[config.mk]
export PLATFORM = sky130hd
export DESIGN_NAME = oc_interlock
export DESIGN_NICKNAME = d
export VERILOG_FILES = /design/src/rtl/oc_pkg.sv /design/src/rtl/oc_qualifier.sv /design/src/rtl/oc_enable_store.sv /design/src/rtl/oc_fault_flag.sv /design/src/rtl/oc_interlock.sv
export SDC_FILE = /design/constraint.sdc
export NUM_CORES = 1
export LEC_CHECK = 0
export BUFFER_PORTS_ARGS = -buffer_cell sky130_fd_sc_hd__buf_2
export CORE_MARGIN = 2
export CORE_UTILIZATION = 45
export DETAILED_ROUTE_END_ITERATION = 7
export PLACE_DENSITY = 0.73
export SLEW_MARGIN = 20
export SYNTH_ARGS = -nofsm -noshare
export SYNTH_HDL_FRONTEND = slang
export SYNTH_HIERARCHICAL = 1
export SYNTH_SLANG_ARGS = --single-unit
[constraint.sdc]
create_clock -name clk -period 2 [get_ports clk]
set_clock_uncertainty 0.15 [all_clocks]
set_input_delay 0 -clock clk [delete_from_list [all_inputs] [get_ports clk]]
set_output_delay 0 -clock clk [all_outputs]
set_load 0.02 [all_outputs]
[src/rtl/oc_pkg.sv]
package oc_pkg;
  localparam int unsigned NUM_DIO  = 3;
  localparam int unsigned NUM_LOOP = 4;
  localparam int unsigned NUM_SRC  = 2;
  localparam int unsigned EN_W     = NUM_DIO + 1 + NUM_LOOP;

  typedef struct packed {
    logic [NUM_DIO-1:0]  dio;
    logic                hs;
    logic [NUM_LOOP-1:0] loop;
  } en_set_t;

  // Saturating run-length counter of the qualification window
  function automatic logic [7:0] run_next(input logic [7:0] cnt, input logic hit,
                                          input logic [7:0] lim);
    if (!hit)            return 8'd0;
    else if (cnt >= lim) return lim;
    else                 return cnt + 8'd1;
  endfunction
endpackage

[src/rtl/oc_qualifier.sv]
module oc_qualifier #(
  parameter int unsigned SYNC_STAGES = 2,
  parameter int unsigned QUAL_CYCLES = 2
) (
  input  logic clk,
  input  logic rst_n,
  input  logic raw_in,
  output logic sync_out,
  output logic qualified
);
  import oc_pkg::*;
  localparam logic [7:0] LIM = 8'(QUAL_CYCLES);

  logic [SYNC_STAGES-1:0] sync_q;
  logic [7:0]             run_q;

  generate
    for (genvar s = 0; s < SYNC_STAGES; s++) begin : g_sync
      always_ff @(posedge clk) begin
        if (!rst_n) sync_q[s] <= 1'b0;
        else if (s == 0) sync_q[s] <= raw_in;
        else sync_q[s] <= sync_q[(s == 0) ? 0 : s-1];
      end
    end
  endgenerate

  assign sync_out = sync_q[SYNC_STAGES-1];

  always_ff @(posedge clk) begin
    if (!rst_n) run_q <= 8'd0;
    else        run_q <= run_next(run_q, sync_out, LIM);
  end

  assign qualified = (run_q >= LIM);


  qual_needs_sync_chk: assert property (@(posedge clk) disable iff (!rst_n)
    qualified |-> $past(sync_out));

  glitch_no_trip_chk: assert property (@(posedge clk) disable iff (!rst_n)
    (!qualified && !sync_out) |=> !qualified);
endmodule

[src/rtl/oc_enable_store.sv]
module oc_enable_store #(
  parameter int unsigned W = 8
) (
  input  logic         clk,
  input  logic         rst_n,
  input  logic         trip,
  input  logic         wr,
  input  logic [W-1:0] wdata,
  output logic [W-1:0] q
);
  always_ff @(posedge clk) begin
    if (!rst_n)    q <= '0;
    else if (trip) q <= '0;
    else if (wr)   q <= wdata;
  end


  trip_wipes_chk: assert property (@(posedge clk) disable iff (!rst_n)
    trip |=> (q == '0));

  blocked_write_chk: assert property (@(posedge clk) disable iff (!rst_n)
    (trip && wr) |=> (q == '0));

  rearm_write_chk: assert property (@(posedge clk) disable iff (!rst_n)
    (!trip && wr) |=> (q == $past(wdata)));

  hold_chk: assert property (@(posedge clk) disable iff (!rst_n)
    (!trip && !wr) |=> $stable(q));
endmodule

[src/rtl/oc_fault_flag.sv]
module oc_fault_flag (
  input  logic clk,
  input  logic rst_n,
  input  logic trip,
  input  logic clr,
  output logic flag
);
  always_ff @(posedge clk) begin
    if (!rst_n)    flag <= 1'b0;
    else if (trip) flag <= 1'b1;
    else if (clr)  flag <= 1'b0;
  end


  flag_sets_chk: assert property (@(posedge clk) disable iff (!rst_n)
    trip |=> flag);

  flag_sticky_chk: assert property (@(posedge clk) disable iff (!rst_n)
    (flag && !clr) |=> flag);

  clr_during_trip_chk: assert property (@(posedge clk) disable iff (!rst_n)
    (trip && clr) |=> flag);
endmodule

[src/rtl/oc_interlock.sv]
module oc_interlock #(
  parameter int unsigned SYNC_STAGES = 2,
  parameter int unsigned QUAL_CYCLES = 2
) (
  input  logic       clk,
  input  logic       rst_n,
  input  logic       oc_sink_raw,
  input  logic       oc_hs_raw,
  input  logic       en_wr,
  input  logic [2:0] en_dio,
  input  logic       en_hs,
  input  logic [3:0] en_loop,
  input  logic       flag_clr,
  output logic [2:0] dio_drv,
  output logic       hs_drv,
  output logic [3:0] loop_en,
  output logic [3:0] volt_mode,
  output logic       fault_flag,
  output logic       fault_irq,
  output logic       fault_led
);
  import oc_pkg::*;

  logic [NUM_SRC-1:0] raw_v, sync_v, qual_v;
  logic               trip_active;
  en_set_t            req_set, held_set, out_set;

  assign raw_v = {oc_hs_raw, oc_sink_raw};

  generate
    for (genvar c = 0; c < NUM_SRC; c++) begin : g_src
      oc_qualifier #(.SYNC_STAGES(SYNC_STAGES), .QUAL_CYCLES(QUAL_CYCLES)) u_qual (
        .clk(clk), .rst_n(rst_n), .raw_in(raw_v[c]),
        .sync_out(sync_v[c]), .qualified(qual_v[c]));
    end
  endgenerate

  assign trip_active = |qual_v;

  assign req_set = '{dio: en_dio, hs: en_hs, loop: en_loop};

  oc_enable_store #(.W(EN_W)) u_store (
    .clk(clk), .rst_n(rst_n), .trip(trip_active), .wr(en_wr),
    .wdata(req_set), .q(held_set));

  assign out_set = trip_active ? '0 : held_set;

  assign dio_drv   = out_set.dio;
  assign hs_drv    = out_set.hs;
  assign loop_en   = out_set.loop;
  assign volt_mode = ~out_set.loop;

  oc_fault_flag u_flag (
    .clk(clk), .rst_n(rst_n), .trip(trip_active), .clr(flag_clr),
    .flag(fault_flag));

  assign fault_irq = fault_flag;
  assign fault_led = fault_flag | trip_active;


  drives_off_chk: assert property (@(posedge clk) disable iff (!rst_n)
    trip_active |-> (dio_drv == '0 && !hs_drv && loop_en == '0));

  led_lit_chk: assert property (@(posedge clk) disable iff (!rst_n)
    $rose(fault_irq) |-> fault_led);

  volt_mode_chk: assert property (@(posedge clk) disable iff (!rst_n)
    trip_active |-> (volt_mode == '1));

  either_source_chk: assert property (@(posedge clk) disable iff (!rst_n)
    (qual_v != '0) |=> fault_flag);
endmodule

==> results.yml <==
final_layout:
  drive_above_1_share_pct: 46.07
  antenna_cells: 0
  syn_to_final_growth_pct: 75.84
  layout.nets: 195
  final_cell_area_um2: 1903
yosys:
  synthCells: 99
  synth_edf_count: 0
  yosys.cell_types.count: 24
  ys_ff_latch: 29
  synth_ff_type: "dfxtp_1"
  ys_async_sr_fraction_pct: 0
  netlist_area_um2: 1082
  yosys_warnings: 6
  seq_area_frac_synth_pct: 53.64
  synth_area_per_cell_um2: 10.93
die:
  start_util_pct: 48.46
  dieWidth_um: 53.04
  rows: 17
  fp.dieArea_um2: 2813
  die_y_um: 53.04
  io_pins: 29
  core_area_um2: 2233
place:
  post-dp-hpwl_um: 1480
  gp_congestion: 0.7658
  port_buffers: 28
  placed_area_um2: 1270
grt:
  grt_pass1_wl_um: 5037
  grt_pass1_vias: 1085
  track_usage_pct: 26.21
  overflow: 0
  grt_max_degree: 11
  antenna_found_initial: 0
drt:
  vias: 1051
  ant_nets: 0
  drtIter0Drc: 21
  wl_per_cell_um: 16.82
  routed_wirelength_um: 3465
  drt_first_pass_iters: 4
  vias_per_cell: 5.102
  drc: 0
power:
  finalPower_w: 0.001142
  peakVddDrop_uv: 818.4
  power_density_nw_per_um2: 600.0
  p_leak_nw: 0.8038
timing:
  setup_ws_ns: -0.1315
  finalHoldViolations: 0
  rsz0062_at_grt: "yes"
  post-route-period-util_pct: 106.6
  drv_slew: 0
  setup_viol: 13
  fin_crit_ns: 2.131
  max_freq_mhz: 469.2
  setup_tns_ns: -1.088
cts:
  htree_levels: 2
  root_buffer: "clkbuf_4"
  clkTransAtPathRegs_ns: 0.09
  tritoncts: "yes"
  clkLatencyLatePin_ns: 0.34
  cts.sink_count: 29
  clock_path_buffers: 2
  numCtsBuffers: 5
critical_path:
  crit_path_max_fanout: 6
  critical_path_arrival_ns: 1.98
  criticalPathCategory: "register to output pin"
  required_ns: 1.85
  startpoint_type: "register"
  end_kind: "output pin"
run:
  maxCapViolations: 0
run_status:
  status: "complete, but fails checks"
  violations: "setup timing"
worst_hold_path:
  hp-class: "register to register"
==> cell usage after synthesis, types with 2 or more instances <==
| master | instances | share of area, % |
|---|---|---|
| dfxtp_1 | 29 | 54 |
| nor2_1 | 8 | 2.8 |
| nand2_1 | 4 | 1.4 |
| a31oi_1 | 2 | 1.2 |
| and2_1 | 4 | 2.3 |
| nor4_1 | 8 | 4.6 |
| buf_6 | 2 | 2.1 |
| or3b_2 | 3 | 2.4 |
| mux2i_1 | 8 | 7.4 |
| nor3b_1 | 8 | 5.5 |
| ha_1 | 4 | 4.6 |
| xnor2_1 | 2 | 1.6 |
| or4_1 | 4 | 2.8 |
| conb_1 | 2 | 0.69 |
| inv_1 | 2 | 0.69 |
==> logic make-up after synthesis <==
kind of cell    after synthesis  share of synthesized area (%)
fa+ha+maj                     4                          4.624
compound gates                3                          1.850
simple gates                 44                          25.78
xor+xnor                      2                          1.619
flops                        29                          53.64
other cells                   2                         0.6939
mux                           8                          7.399
buf+inv                       7                          4.393
==> metrics by stage <==
| stage | hold slack, ns | setup WS (ns) | util [%] | cells |
|---|---|---|---|---|
| 2_1_floorplan | -0.03255 | 0.04002 | - | 107 |
| 3_3_place_gp | 0.06399 | 0.06436 | 56.86 | 161 |
| 3_5_place_dp | 0.07364 | 0.01781 | 56.86 | 161 |
| 4_1_cts | 0.2972 | -0.1556 | 82.30 | 205 |
| 5_1_grt | 0.3255 | -0.1668 | 85.21 | 206 |
| 6_report | 0.3042 | -0.1315 | 85.21 | 206 |
==> state kept, by name, indices dropped and copies added, names as in the netlist <==
signal / cells
u_store/q: 8
g_src.u_qual/sync_q: 2
g_src.u_qual/run_q: 16
g_src.u_qual/sync_out: 2
u_flag/flag: 1
==> report_power, final <==
part | internal [W] | leakage, nW | switching [W]
logic | 0.0000718 | 0.522 | 0.0000453
registers | 0.000594 | 0.240 | 0.0000149
clock network | 0.000203 | 0.0413 | 0.000212
==> area by class of cell <==
cell class              count  area (um2)
clock inverters             1       5.005
inverters                   2       7.507
clock buffers               7       65.06
multi-input cells          71       625.6
flip-flops and latches     29       584.3
fillers                   104       330.3
well taps                  28       35.03
repair buffers             68       580.6
==> critical path: stages, from the launching register on <==
cell and delay (ns):
dfxtp_1 0.34, nor4_2 0.39, nand2_1 0.17, buf_6 0.16
buf_6 0.13, buf_6 0.13, nor3b_2 0.17, buf_4 0.17
==> final timing paths <==
kind                             startpoint                        to  slack (ns)  depth (start not counted)
setup / recovery   g_src[1].u_qual/run_q[6]                    hs_drv       -0.13                          7
hold / removal    g_src[1].u_qual/sync_q[0]  g_src[1].u_qual/sync_out        0.30                          1
setup reg to reg   g_src[0].u_qual/run_q[0]              u_store/q[2]        0.04                          8
hold reg to reg   g_src[1].u_qual/sync_q[0]  g_src[1].u_qual/sync_out        0.30                          1
==> routing by layer <==
metal | vias up | wire length, um | track usage, %
li1 | 490 | - | -
met1 | 505 | 1452 | 28.82
met2 | 45 | 1725 | 43.13
met3 | 11 | 183 | 10.17
met4 | 0 | 104 | 14.10
met5 | - | 0 | 0
==> cells in the final DEF, fill, tap and decap left out, drive strengths merged <==
cell type	synthesis	final
dlygate4sd3	0	22
clkbuf	1	7
dfxtp	29	29
nor2b	1	1
xnor2	2	2
nand2b	1	1
or3	1	1
nor4	8	8
or3b	4	4
clkinv	0	1
nor2	8	8
conb	2	10
mux2i	8	8
or4	4	4
and2	4	4
nor3b	8	8
nand2	4	4
or2	1	1
inv	2	2
o21a	1	1
ha	4	4
buf	4	46
a31oi	2	2
==> timing repair <==
item / in CTS / in global routing
endpoints found under the hold margin: 19 / 0
resized for setup: 49 / 12
pin swaps: 12 / 3
setup buffers: 14 / 1
hold buffers: 22 / 0
endpoints found under the setup margin: 21 / 21
Note: power is estimated with default switching activity, not from simulation.
